$ cat src/rtl/ckemon_pkg.sv
package ckemon_pkg;

  typedef enum logic [2:0] {
    CMD_DESEL = 3'd0,
    CMD_NOP   = 3'd1,
    CMD_AREF  = 3'd2,
    CMD_READ  = 3'd3,
    CMD_OTHER = 3'd4
  } cmd_e;

  typedef enum logic [2:0] {
    ST_IDLE = 3'd0,
    ST_ACT  = 3'd1,
    ST_PPD  = 3'd2,
    ST_APD  = 3'd3,
    ST_SREF = 3'd4,
    ST_SRXW = 3'd5,
    ST_SRXR = 3'd6
  } pst_e;

  localparam int NUM_ST = 7;

  typedef enum logic [3:0] {
    E_NONE      = 4'd0,
    E_HOLD      = 4'd1,
    E_EXITCMD   = 4'd2,
    E_ENTCMD    = 4'd3,
    E_SRNOTIDLE = 4'd4,
    E_BUSY      = 4'd5,
    E_WINCMD    = 4'd6,
    E_EARLYRD   = 4'd7,
    E_EARLYPD   = 4'd8
  } err_e;

  localparam int NUM_ERR = 9;

endpackage

$ cat src/rtl/ckemon_cmd_decode.sv
module ckemon_cmd_decode
  import ckemon_pkg::*;
(
  input  logic sel_n,
  input  logic row_n,
  input  logic col_n,
  input  logic wr_n,
  output cmd_e cmd
);

  always_comb begin
    if (sel_n) begin
      cmd = CMD_DESEL;
    end else begin
      case ({row_n, col_n, wr_n})
        3'b111:  cmd = CMD_NOP;
        3'b001:  cmd = CMD_AREF;
        3'b101:  cmd = CMD_READ;
        default: cmd = CMD_OTHER;
      endcase
    end
  end

endmodule

$ cat src/rtl/ckemon_hold_timer.sv
module ckemon_hold_timer #(
  parameter int HOLD_EDGES = 3
) (
  input  logic clk,
  input  logic rst,
  input  logic clk_en,
  output logic hold_viol
);

  localparam int HC_W = (HOLD_EDGES > 2) ? $clog2(HOLD_EDGES) : 1;

  logic            en_prev_q;
  logic [HC_W-1:0] cnt_q;
  logic            toggle;

  assign toggle    = clk_en ^ en_prev_q;
  assign hold_viol = toggle && (cnt_q != '0);

  always_ff @(posedge clk) begin
    if (rst) begin
      en_prev_q <= 1'b1;
      cnt_q     <= '0;
    end else begin
      en_prev_q <= clk_en;
      if (toggle) begin
        cnt_q <= HC_W'(HOLD_EDGES - 1);
      end else if (cnt_q != '0) begin
        cnt_q <= cnt_q - 1'b1;
      end
    end
  end

endmodule

$ cat src/rtl/ckemon_srx_timer.sv
module ckemon_srx_timer #(
  parameter int SRX_WIN = 10,
  parameter int RD_WAIT = 200
) (
  input  logic clk,
  input  logic rst,
  input  logic sr_exit,
  output logic win_last,
  output logic rd_block,
  output logic rd_last
);

  localparam int WIN_W = $clog2(SRX_WIN + 1);
  localparam int RD_W  = $clog2(RD_WAIT + 1);

  logic [WIN_W-1:0] win_q;
  logic [RD_W-1:0]  rd_q;

  assign win_last = (win_q == WIN_W'(1));
  assign rd_block = (rd_q != '0);
  assign rd_last  = (rd_q == RD_W'(1));

  always_ff @(posedge clk) begin
    if (rst) begin
      win_q <= '0;
      rd_q  <= '0;
    end else if (sr_exit) begin
      win_q <= WIN_W'(SRX_WIN);
      rd_q  <= RD_W'(RD_WAIT - 1);
    end else begin
      if (win_q != '0) win_q <= win_q - 1'b1;
      if (rd_q != '0)  rd_q  <= rd_q - 1'b1;
    end
  end

endmodule

$ cat src/rtl/ckemon_fsm.sv
module ckemon_fsm
  import ckemon_pkg::*;
(
  input  logic              clk,
  input  logic              rst,
  input  logic              clk_en,
  input  cmd_e              cmd,
  input  logic              bank_open,
  input  logic              op_busy,
  input  logic              hold_viol,
  input  logic              win_last,
  input  logic              rd_block,
  input  logic              rd_last,
  output logic              sr_exit,
  output logic [NUM_ST-1:0] state_onehot,
  output logic              err_flag,
  output logic [3:0]        err_code
);

  pst_e               state_q, nxt;
  logic [NUM_ERR-1:0] cause;
  err_e               code_now;
  err_e               code_q;
  logic               err_q;
  logic               is_nop;
  pst_e               settle, pd_dest;

  assign is_nop  = (cmd == CMD_NOP) || (cmd == CMD_DESEL);
  assign settle  = bank_open ? ST_ACT : ST_IDLE;
  assign pd_dest = bank_open ? ST_APD : ST_PPD;

  always_comb begin
    cause   = '0;
    nxt     = state_q;
    sr_exit = 1'b0;
    cause[E_HOLD] = hold_viol;
    case (state_q)
      ST_PPD, ST_APD, ST_SREF: begin
        if (clk_en) begin
          if (!is_nop) cause[E_EXITCMD] = 1'b1;
          if (state_q == ST_PPD) begin
            nxt = ST_IDLE;
          end else if (state_q == ST_APD) begin
            nxt = ST_ACT;
          end else begin
            nxt     = ST_SRXW;
            sr_exit = 1'b1;
          end
        end
      end
      ST_SRXW: begin
        if (!clk_en) begin
          cause[E_EARLYPD] = 1'b1;
          nxt = pd_dest;
        end else begin
          if (!is_nop) cause[E_WINCMD] = 1'b1;
          if (win_last) nxt = ST_SRXR;
        end
      end
      default: begin
        if (clk_en) begin
          if (state_q == ST_SRXR) begin
            if ((cmd == CMD_READ) && rd_block) cause[E_EARLYRD] = 1'b1;
            nxt = rd_last ? settle : ST_SRXR;
          end else begin
            nxt = settle;
          end
        end else begin
          if (state_q == ST_SRXR) cause[E_EARLYPD] = 1'b1;
          if (op_busy) cause[E_BUSY] = 1'b1;
          if (cmd == CMD_AREF) begin
            if (bank_open) cause[E_SRNOTIDLE] = 1'b1;
            nxt = ST_SREF;
          end else begin
            if (!is_nop) cause[E_ENTCMD] = 1'b1;
            nxt = pd_dest;
          end
        end
      end
    endcase
  end

  always_comb begin
    code_now = E_NONE;
    for (int i = NUM_ERR - 1; i >= 1; i--) begin
      if (cause[i]) code_now = err_e'(i[3:0]);
    end
  end

  always_ff @(posedge clk) begin
    if (rst) begin
      state_q <= ST_IDLE;
      err_q   <= 1'b0;
      code_q  <= E_NONE;
    end else begin
      state_q <= nxt;
      if (!err_q && (cause != '0)) begin
        err_q  <= 1'b1;
        code_q <= code_now;
      end
    end
  end

  for (genvar g = 0; g < NUM_ST; g++) begin : g_onehot
    assign state_onehot[g] = (state_q == pst_e'(g));
  end

  assign err_flag = err_q;
  assign err_code = code_q;

endmodule

$ cat src/rtl/ddr2_power_state_mon.sv
module ddr2_power_state_mon
  import ckemon_pkg::*;
#(
  parameter int HOLD_EDGES = 3,
  parameter int SRX_WIN    = 10,
  parameter int RD_WAIT    = 200
) (
  input  logic       clk,
  input  logic       rst,
  input  logic       clk_en,
  input  logic       cmd_sel_n,
  input  logic       cmd_row_n,
  input  logic       cmd_col_n,
  input  logic       cmd_wr_n,
  input  logic       bank_open,
  input  logic       op_busy,
  output logic [6:0] state_onehot,
  output logic       err_flag,
  output logic [3:0] err_code
);

  cmd_e cmd;
  logic hold_viol;
  logic sr_exit;
  logic win_last;
  logic rd_block;
  logic rd_last;

  ckemon_cmd_decode u_dec (
    .sel_n (cmd_sel_n),
    .row_n (cmd_row_n),
    .col_n (cmd_col_n),
    .wr_n  (cmd_wr_n),
    .cmd   (cmd)
  );

  ckemon_hold_timer #(.HOLD_EDGES(HOLD_EDGES)) u_hold (
    .clk       (clk),
    .rst       (rst),
    .clk_en    (clk_en),
    .hold_viol (hold_viol)
  );

  ckemon_srx_timer #(.SRX_WIN(SRX_WIN), .RD_WAIT(RD_WAIT)) u_srx (
    .clk      (clk),
    .rst      (rst),
    .sr_exit  (sr_exit),
    .win_last (win_last),
    .rd_block (rd_block),
    .rd_last  (rd_last)
  );

  ckemon_fsm u_fsm (
    .clk          (clk),
    .rst          (rst),
    .clk_en       (clk_en),
    .cmd          (cmd),
    .bank_open    (bank_open),
    .op_busy      (op_busy),
    .hold_viol    (hold_viol),
    .win_last     (win_last),
    .rd_block     (rd_block),
    .rd_last      (rd_last),
    .sr_exit      (sr_exit),
    .state_onehot (state_onehot),
    .err_flag     (err_flag),
    .err_code     (err_code)
  );

endmodule

$ cat config.mk
export PLATFORM = sky130hd
export DESIGN_NAME = ddr2_power_state_mon
export DESIGN_NICKNAME = d
export VERILOG_FILES = /design/src/rtl/ckemon_pkg.sv /design/src/rtl/ckemon_cmd_decode.sv /design/src/rtl/ckemon_hold_timer.sv /design/src/rtl/ckemon_srx_timer.sv /design/src/rtl/ckemon_fsm.sv /design/src/rtl/ddr2_power_state_mon.sv
export SDC_FILE = /design/constraint.sdc
export NUM_CORES = 1
export LEC_CHECK = 0
export ABC_AREA = 1
export BUFFER_PORTS_ARGS = -buffer_cell sky130_fd_sc_hd__buf_4
export CAP_MARGIN = 0
export CORE_MARGIN = 1
export CORE_UTILIZATION = 56
export DETAILED_ROUTE_END_ITERATION = 8
export PLACE_DENSITY_LB_ADDON = 0.05
export SETUP_SLACK_MARGIN = 0.1
export SLEW_MARGIN = 20
export SYNTH_ARGS = -nofsm -noshare
export SYNTH_HDL_FRONTEND = slang
export SYNTH_SLANG_ARGS = --single-unit
export TNS_END_PERCENT = 20
$ cat constraint.sdc
create_clock -name clk -period 2 [get_ports clk]
set_input_delay 0.2 -clock clk [delete_from_list [all_inputs] [get_ports clk]]
set_output_delay 0.2 -clock clk [all_outputs]
set_load 0.1 [all_outputs]
## Word-level counts from Yosys, hierarchy flattened

Index checks and enable logic that the tools add are counted.

| word-level totals | value |
|---|---|
| register bits | 23 |
| logic and storage cells | 99 |

| cells by class | value |
|---|---|
| add/subtract/negate cells | 3 |
| equality and inequality tests | 16 |
| multiplexer cells | 50 |
| bitwise operators | 1 |
| reductions and logical operators | 19 |

Operators with widths:

| cell | number |
|---|---|
| $mux 4 | 10 |
| $mux 3 | 12 |
| $mux 1 | 21 |
| $mux 8 | 2 |
| $eq 3x3->1 const B | 5 |
| $eq 3x2->1 const B | 4 |
| $eq 3x1->1 const B | 3 |
| $pmux 3 s3 | 1 |
| $reduce_bool 9->1 | 1 |
| $eq 8x1->1 const B | 1 |
| $reduce_bool 2->1 | 4 |
| $reduce_bool 8->1 | 1 |
| $sub 8x1->8 const B | 1 |
| $logic_not 3->1 | 2 |
| $pmux 3 s2 | 1 |
| $eq 4x1->1 const B | 1 |
| $mux 2 | 2 |
| $reduce_bool 4->1 | 1 |
| $reduce_or 2->1 | 2 |
| $reduce_or 4->1 | 1 |
| $sub 4x1->4 const B | 1 |
| $logic_and 1x1->1 | 3 |
| $ne 3x2->1 const B | 1 |
| $reduce_or 3->1 | 1 |
| other kinds (7) | 7 |

## Depth between registers and ports, before layout

Gate-level depths: netlist (run 1).

| depth | value |
|---|---|
| word-level depth | 16 |
| depth in mapped cells | 12 |

## Hierarchy

Synthesis (run 1) repeated with hierarchy kept, for this count alone.

| unflattened totals | value |
|---|---|
| cell total of the unflattened synthesis | 220 |
| area total of the unflattened synthesis | 1486.4 µm² |

Modules (own cells, without submodules):

| module | times used | cells each | area an instance (µm²) | seq. area each (µm²) |
|---|---|---|---|---|
| ckemon_fsm | 1 | 106 | 661.9 | 160.2 |
| ckemon_srx_timer | 1 | 90 | 660.6 | 240.2 |
| ckemon_hold_timer | 1 | 18 | 123.9 | 60.1 |
| ckemon_cmd_decode | 1 | 6 | 40.0 | 0.0 |

## Worst setup path after synthesis (run 1)

Ideal clock, no wire load.

| path | value |
|---|---|
| path type | register to register |
| from | reg u_fsm.state_q[1] |
| to | reg u_fsm.state_q[0] |
| library setup time | 0.119 ns |
| arrival | 3.114 ns |
| required time | 1.881 ns |
| setup slack | -1.234 ns |
| stages on the path, launching flop included | 6 |
| path buffers | 0 |
| clock period less this slack | 3.234 ns |
| path through | dfxtp_1 inv_2 nor3_1 o21ai_0 nor2_1 a21oi_1 |

| between the ends | value |
|---|---|
| word-level cells in the longest chain between the ends | 4 |
| elaborated cells between the ends (all ways) | 14 |
| those cells by class | eq/ne (7); mux (5); reduce/logical (2) |

RTL lines:

| item | line | RTL |
|---|---|---|
| start: declaration | ckemon_fsm.sv:20 | `pst_e state_q, nxt;` |
| start signal: assignment | ckemon_fsm.sv:96 | `state_q <= nxt;` |
| $eq 3x2->1 (*) | n/a |  |
| net state_onehot[2] | ddr2_power_state_mon.sv:17 | `output logic [6:0] state_onehot,` |
| $mux 3 / $reduce_or 3->1 (equally long branches) | n/a |  |
| $mux 3 / $ne 2x2->1 (equally long branches) | n/a |  |
| $pmux 3 s2 / $reduce_and 2->1 (equally long branches) | n/a |  |

Mark *: on every way through the listed nets, which the timed path passes. The rest lies on a longest branch. The select of a mux whose other input is x is not followed.
A chain may end at the register's enable or synchronous reset.

## Worst setup path after layout (run 1)

| path | value |
|---|---|
| from | reg u_fsm.state_q[2] |
| to | out state_onehot[5] |

| between the ends | value |
|---|---|
| word-level cells in the longest chain between the ends | 1 |

RTL lines:

| item | line | RTL |
|---|---|---|
| $eq 3x3->1 | ckemon_fsm.sv:105 | `assign state_onehot[g] = (state_q == pst_e'(g));` |
| end: declaration | ddr2_power_state_mon.sv:17 |  |

No other way between the ends.

==> flow_metrics.tcl, run 1 <==
set metrics [dict create \
    status "completed" \
    floorplan.initialDensity_pct 62.0 \
    hp_start "rst" \
    ys_top_cells_by_area "sky130_fd_sc_hd__dfxtp_1, sky130_fd_sc_hd__inv_1, sky130_fd_sc_hd__nand2_1, sky130_fd_sc_hd__o21ai_0, sky130_fd_sc_hd__nor2_1" \
    clk-insertion-delay-late_ns 0.33 \
    post-dp-hpwl_um 2410 \
    rsz0062_at_grt "no" \
    period_minus_slack_ns 1.75 \
    root_buffer "sky130_fd_sc_hd__clkbuf_4" \
    floorplan.die_area_um2 2750 \
    synth_area_per_cell_um2 7.08 \
    yosys.area.top_type "sky130_fd_sc_hd__dfxtp_1" \
    most-common-layout-cells "sky130_fd_sc_hd__inv_1, sky130_fd_sc_hd__nand2_1, sky130_fd_sc_hd__dfxtp_1, sky130_fd_sc_hd__nor2_1, sky130_fd_sc_hd__buf_4" \
    netlist-cell-type-count 31 \
    h-tree-depth 1 \
    globalRouteOverflowTotal 0 \
    critical_path_arrival_ns 1.55 \
    cts_resized 0 \
    hold_viol_final 0 \
    count_of_mapped_cells_out_of_synthesis 201 \
    number_of_register_bits_inferred_by_synthesis 23 \
    cts.reportedPaths.clkPinSlew_ns 0.14 \
    dr.first_iter.drc_count 45 \
    instances_no_fill 250 \
    core_region_area_um2 2300 \
    clock_sinks 23 \
    rr_startpoint "u_fsm.state_q[2]" \
    cts_tree "built" \
    hp-class "in2reg" \
    timing.max_slew.rel_slack_pct 69.5 \
    crit_path_max_fo 9 \
    nNetsFinal 235 \
    vias_per_cell 5.39 \
    synth.net_count 213 \
    worstPathRequired_ns 1.80 \
    grt_max_degree 15 \
    worst_ir_drop_vdd_uv 774 \
    detail_route.wirelength_um 3030 \
    startpoint "u_fsm.state_q[2]" \
    timing.critical_path.from_type "flip-flop" \
    fmax_ghz 0.573 \
    timing.final.max_slew_violations 0 \
    max-clock-path-buffers 2 \
    skew_ns 0.00545 \
    die_x_um 52.4 \
    power_per_cell_area_nw_per_um2 1030 \
    total_of_buffers_placed_on_input_and_output_ports 20 \
    global_route_wire_length_before_repair_um 5190 \
    drv.max_cap_violation_count 0 \
    via_count 1347 \
    drt_first_pass_iters 4 \
    p_total_uw 1680 \
    area_growth_pct 14.9 \
    synth.yosys.warnings 0 \
    leakagePower_uw 0.000812 \
    final.period_utilization_pct 87.3 \
    grt_pass1_vias 1222 \
    hold_buf_count_cts 0 \
    drive_above_1_share_pct 23.4 \
    dieHeight_um 52.4 \
    worst_setup_path_end_kind "primary output" \
    worst-setup-path-type "reg2out" \
    detail_route.wl_per_cell_um 12.1 \
    grt_util_all_layers_pct 25.2 \
    std_cell_rows 17 \
    route.detailed.drc 0 \
    seq_area_frac_synth_pct 32.3 \
    post-cts-setup-buffer-count 0 \
    route.antenna.remaining_nets 0 \
    tritoncts.num_buffers 3 \
    cell_count_post_placement 246 \
    setup_viol 0 \
    timing_worst_slew_pin_value_ns 0.457 \
    pin_count 21 \
    antenna_violations_before_repair 0 \
    antenna-diode-count 0 \
    syn-cell-area_um2 1420 \
    most_common_cell_after_layout_fill_and_taps_aside "sky130_fd_sc_hd__inv_1" \
    synth_largest_type_area_fraction_pct 32.3 \
    gp_congestion 0.882 \
]
[sequential cells by signal, indices dropped and copies added, names as in the netlist]
signal / flops
u_fsm.err_flag: 1
u_srx.rd_q: 8
u_hold.en_prev_q: 1
u_fsm.state_q: 3
u_srx.win_q: 4
u_hold.cnt_q: 2
u_fsm.err_code: 4
[power by group]
part | internal [µW] | leakage, µW | switching [µW]
Sequential | 548 | 0.000189 | 80.9
Clock | 76.5 | 0.0000139 | 159
Combinational | 258 | 0.000609 | 559
Total | 883 | 0.000812 | 799
[kinds of logic after synthesis]
group                      count (synthesis)  share of synthesized area (%)
xor gates and xnor gates                   3                           1.85
DFF                                       23                           32.3
adders and majority gates                  3                           2.64
buffers and inverters                     44                           12.4
and+or+nand+nor                           89                           35.3
AOI/OAI and AO/OA                         39                           15.5
[worst max-delay path: stages (launching register included)]
cell                      delay [ns]
sky130_fd_sc_hd__dfxtp_1        0.63
sky130_fd_sc_hd__nand3_4        0.16
sky130_fd_sc_hd__inv_1          0.13
sky130_fd_sc_hd__buf_4          0.30
[per-stage QoR]
stage,worst slack [ns],cell area [µm²],hold slack [ns],util (%),TNS (ns)
2_1_floorplan,-0.299,1440,0.358,-,-0.299
3_3_place_gp,0.349,1610,0.423,69.9,0
3_5_place_dp,0.328,1610,0.452,69.9,0
4_1_cts,0.249,1640,0.0942,71.2,0
5_1_grt,0.112,1640,0.0807,71.2,0
6_report,0.254,1640,0.0992,71.2,0
[synthesized netlist by cell type (all sizes together)]
cell,number
dfxtp,23
clkbuf,1
xor2,3
o21a,1
buf,2
a211oi,1
nand2,33
ha,3
nand4,4
a21oi,14
inv,41
a22oi,1
a311oi,1
nand3,15
nand3b,1
o21ai,17
nor4,1
o31ai,1
nor3,9
nor2,26
a31oi,3
[cell type report]
type | count | area (µm²)
multi-input cells | 134 | 807
fillers | 192 | 661
flip-flops and latches | 23 | 460
inverters | 41 | 154
repair buffers | 20 | 150
well taps | 28 | 35.0
clock buffers | 3 | 22.5
clock inverters | 1 | 7.51
[final timing paths]
kind                             to  slack [ns]  depth (start not counted)
setup / recovery    state_onehot[5]        0.25                          3
hold / removal    u_fsm.err_code[2]         0.1                          2
setup reg to reg  u_fsm.err_code[0]        0.29                         10
hold reg to reg     u_hold.cnt_q[0]        0.47                          2
[per-layer routing]
metal	track usage, %	wire length, µm	vias up
met5	0	0	-
met4	7.89	39	0
met3	3.77	143	5
met2	42.0	1420	42
met1	33.2	1420	610
li1	-	-	690
No activity file was read; power rests on OpenSTA's default activity.
==> run 2, diff against run 1 <==
--- a/config.mk
+++ b/config.mk
@@ -5,10 +5,10 @@
 export SDC_FILE = /design/constraint.sdc
 export NUM_CORES = 1
 export LEC_CHECK = 0
-export ABC_AREA = 1
+export ABC_AREA = 0
 export BUFFER_PORTS_ARGS = -buffer_cell sky130_fd_sc_hd__buf_4
 export CAP_MARGIN = 0
-export CORE_MARGIN = 1
+export CORE_MARGIN = 2
 export CORE_UTILIZATION = 56
 export DETAILED_ROUTE_END_ITERATION = 8
 export PLACE_DENSITY_LB_ADDON = 0.05
==> flow_metrics.tcl, run 2 <==
set metrics [dict create \
    antenna_violations_before_repair 0 \
    timing_worst_slew_pin_value_ns 0.529 \
    globalRouteOverflowTotal 0 \
    timing.max_slew.rel_slack_pct 64.4 \
    floorplan.initialDensity_pct 57.7 \
    gp_congestion 0.886 \
    setup_viol 0 \
    cp_top_family "simple AND/OR/NAND/NOR gates" \
    std_cell_rows 18 \
    vias_per_cell 6.00 \
    timing.final.max_slew_violations 0 \
    synth.net_count 183 \
    detail_route.wl_per_cell_um 13.6 \
    grt_util_all_layers_pct 22.7 \
    crit_path_max_fo 4 \
    route.detailed.drc 0 \
    synth.yosys.warnings 0 \
    area_growth_pct 19.1 \
    number_of_register_bits_inferred_by_synthesis 23 \
    max-clock-path-buffers 2 \
    synth_top_flop_cell "sky130_fd_sc_hd__dfxtp_1" \
    hp-class "in2reg" \
    cp.buffers_inverters 1 \
    via_count 1355 \
    critical_path_arrival_ns 2.02 \
    clk-insertion-delay-late_ns 0.30 \
    dr.first_iter.drc_count 31 \
    die_x_um 53.8 \
    timing.critical_path.from_type "flip-flop" \
    synth_area_per_cell_um2 8.13 \
    worst_r2r_endpoint "u_fsm.state_q[2]" \
    synth_edf_count 0 \
    fmax_ghz 0.547 \
    syn-cell-area_um2 1390 \
    post-dp-hpwl_um 2310 \
    count_of_mapped_cells_out_of_synthesis 171 \
    clock_sinks 23 \
    floorplan.die_area_um2 2900 \
    grt_max_degree 19 \
    worst_setup_path_end_kind "flip-flop" \
    detail_route.wirelength_um 3080 \
    rsz0062_at_grt "yes" \
    dieHeight_um 53.8 \
    cell_count_post_placement 217 \
    core_region_area_um2 2410 \
    ff2ff_setup_slack_ns 0.17 \
    most-common-layout-cells "sky130_fd_sc_hd__buf_4, sky130_fd_sc_hd__dfxtp_1, sky130_fd_sc_hd__nand2_1, sky130_fd_sc_hd__nor2_1, sky130_fd_sc_hd__a21oi_1" \
    skew_ns 0.00772 \
    drt_first_pass_iters 4 \
    multi_input_area_um2 867 \
    finalCoreUtilization_pct 68.7 \
    cpMaxStageDelayCell "sky130_fd_sc_hd__or4_4" \
    rr_startpoint "u_srx.rd_q[2]" \
    synthArstFlopShare_pct 0 \
    synth.cells.most_frequent "sky130_fd_sc_hd__dfxtp_1, sky130_fd_sc_hd__nand2_1, sky130_fd_sc_hd__a21oi_1, sky130_fd_sc_hd__nor2_1, sky130_fd_sc_hd__o21ai_0" \
    nNetsFinal 209 \
    drv.max_cap_violation_count 0 \
    final.period_utilization_pct 91.4 \
    seq_area_frac_synth_pct 33.1 \
    worst-setup-path-type "reg2reg" \
    worstPathRequired_ns 2.20 \
    worst_ir_drop_vdd_uv 761 \
    h-tree-depth 1 \
    yosysMostFrequentCell "sky130_fd_sc_hd__dfxtp_1" \
    total_of_buffers_placed_on_input_and_output_ports 20 \
    crit_path_max_incr_delay_ns 0.54 \
    synth_largest_type_area_fraction_pct 33.1 \
    regMostFlops "u_srx.rd_q" \
    route.antenna.remaining_nets 0 \
    power_per_cell_area_nw_per_um2 979 \
    antenna-diode-count 0 \
    most_common_cell_after_layout_fill_and_taps_aside "sky130_fd_sc_hd__buf_4" \
    netlist-cell-type-count 50 \
    whs_endpoint "u_srx.rd_q[1]" \
    period_minus_slack_ns 1.83 \
    critical_path_cell_sequence "or4_4 > nor4b_4 > o21ai_2 > buf_4 > o21ai_0 > a21oi_1" \
    yosys.area.top_type "sky130_fd_sc_hd__dfxtp_1" \
    drive_above_1_share_pct 26.5 \
    largest_register_ff_count 8 \
    status "completed" \
    tritoncts.num_buffers 3 \
    hold_viol_final 0 \
    hp_start "rst" \
    hold_worst_slack_ns 0.167 \
    leakagePower_uw 0.000700 \
    cts.reportedPaths.clkPinSlew_ns 0.13 \
    root_buffer "sky130_fd_sc_hd__clkbuf_4" \
    fillCellCount 214 \
    hold-path-cell-count 2 \
    instances_no_fill 226 \
    pin_count 21 \
    cts_tree "built" \
    grt_pass1_vias 1158 \
    regArea_um2 468 \
    ys_top_cells_by_area "sky130_fd_sc_hd__dfxtp_1, sky130_fd_sc_hd__a21oi_1, sky130_fd_sc_hd__nand2_1, sky130_fd_sc_hd__nor2_1, sky130_fd_sc_hd__o21ai_0" \
    timing.reg2reg.worst_path_depth 6 \
    global_route_wire_length_before_repair_um 4860 \
]
-- run 2: worst max-delay path by stage --
stage | cells after the start | from | endpoint | slack (ns)
5_1_grt | 5 | u_srx.rd_q[2] | u_fsm.state_q[0] | 0.07
2_1_floorplan | 6 | u_fsm.state_q[2] | u_fsm.err_code[1] | -0.18
6_report | 6 | u_srx.rd_q[2] | u_fsm.state_q[2] | 0.17
3_5_place_dp | 5 | u_srx.rd_q[2] | u_fsm.state_q[0] | 0.09
4_1_cts | 5 | u_srx.rd_q[2] | u_fsm.state_q[0] | 0.11
3_3_place_gp | 5 | u_srx.rd_q[2] | u_fsm.state_q[0] | 0.14
-- run 2: kinds of logic after synthesis --
kind of cell | after synthesis | synth area share [%]
and+or+nand+nor | 72 | 29.3
AOI/OAI and AO/OA | 48 | 22.4
DFF | 23 | 33.1
buffers and inverters | 17 | 7.29
xor gates and xnor gates | 6 | 3.78
adders and majority gates | 3 | 2.70
muxes | 2 | 1.44
-- run 2: worst reg2reg max path, cell delays in order (launching register included) --
cell,delay [ns]
sky130_fd_sc_hd__dfxtp_4,0.38
sky130_fd_sc_hd__or4_4,0.54
sky130_fd_sc_hd__nor4b_4,0.33
sky130_fd_sc_hd__o21ai_2,0.10
sky130_fd_sc_hd__buf_4,0.14
sky130_fd_sc_hd__o21ai_0,0.14
sky130_fd_sc_hd__a21oi_1,0.09
-- run 2: cell type report --
cell class	instances	share of cell area, %
inverter	8	1.81
multi-input combinational	131	52.4
sequential	23	28.3
tap	30	2.27
clock inverter	1	0.302
clock buffer	3	1.36
timing repair buffer	30	13.6
-- run 2: what timing repair did --
item | in CTS | in global routing
endpoints found under the setup margin | 1 | 4
resized for setup | 0 | 6
buffers inserted | 1 | 4
pin swaps | 1 | 3
gates cloned | 0 | 0
hold buffers | 0 | 0
-- run 2: metal layers --
layer	up-vias	track usage [%]	routed length (µm)
met4	0	6.41	31
li1	674	-	-
met2	33	40.7	1460
met3	6	3.33	152
met1	642	27.9	1440
met5	-	0	0
-- run 2: metrics by stage --
step / TNS [ns] / power (µW) / instance area, µm² / setup slack (ns)
after floorplan: -0.719 / 1200 / 1420 / -0.180
after global placement: 0 / 1320 / 1570 / 0.140
after detailed placement: 0 / 1350 / 1570 / 0.0939
after CTS: 0 / 1570 / 1610 / 0.111
after global routing: 0 / 1720 / 1660 / 0.0733
final: 0 / 1620 / 1660 / 0.172
-- run 2: power breakdown --
group,internal [µW],switching (µW),total (µW)
combinational,326,446,772
clock,74.5,138,213
sequential,545,91.5,637
total,945,676,1620
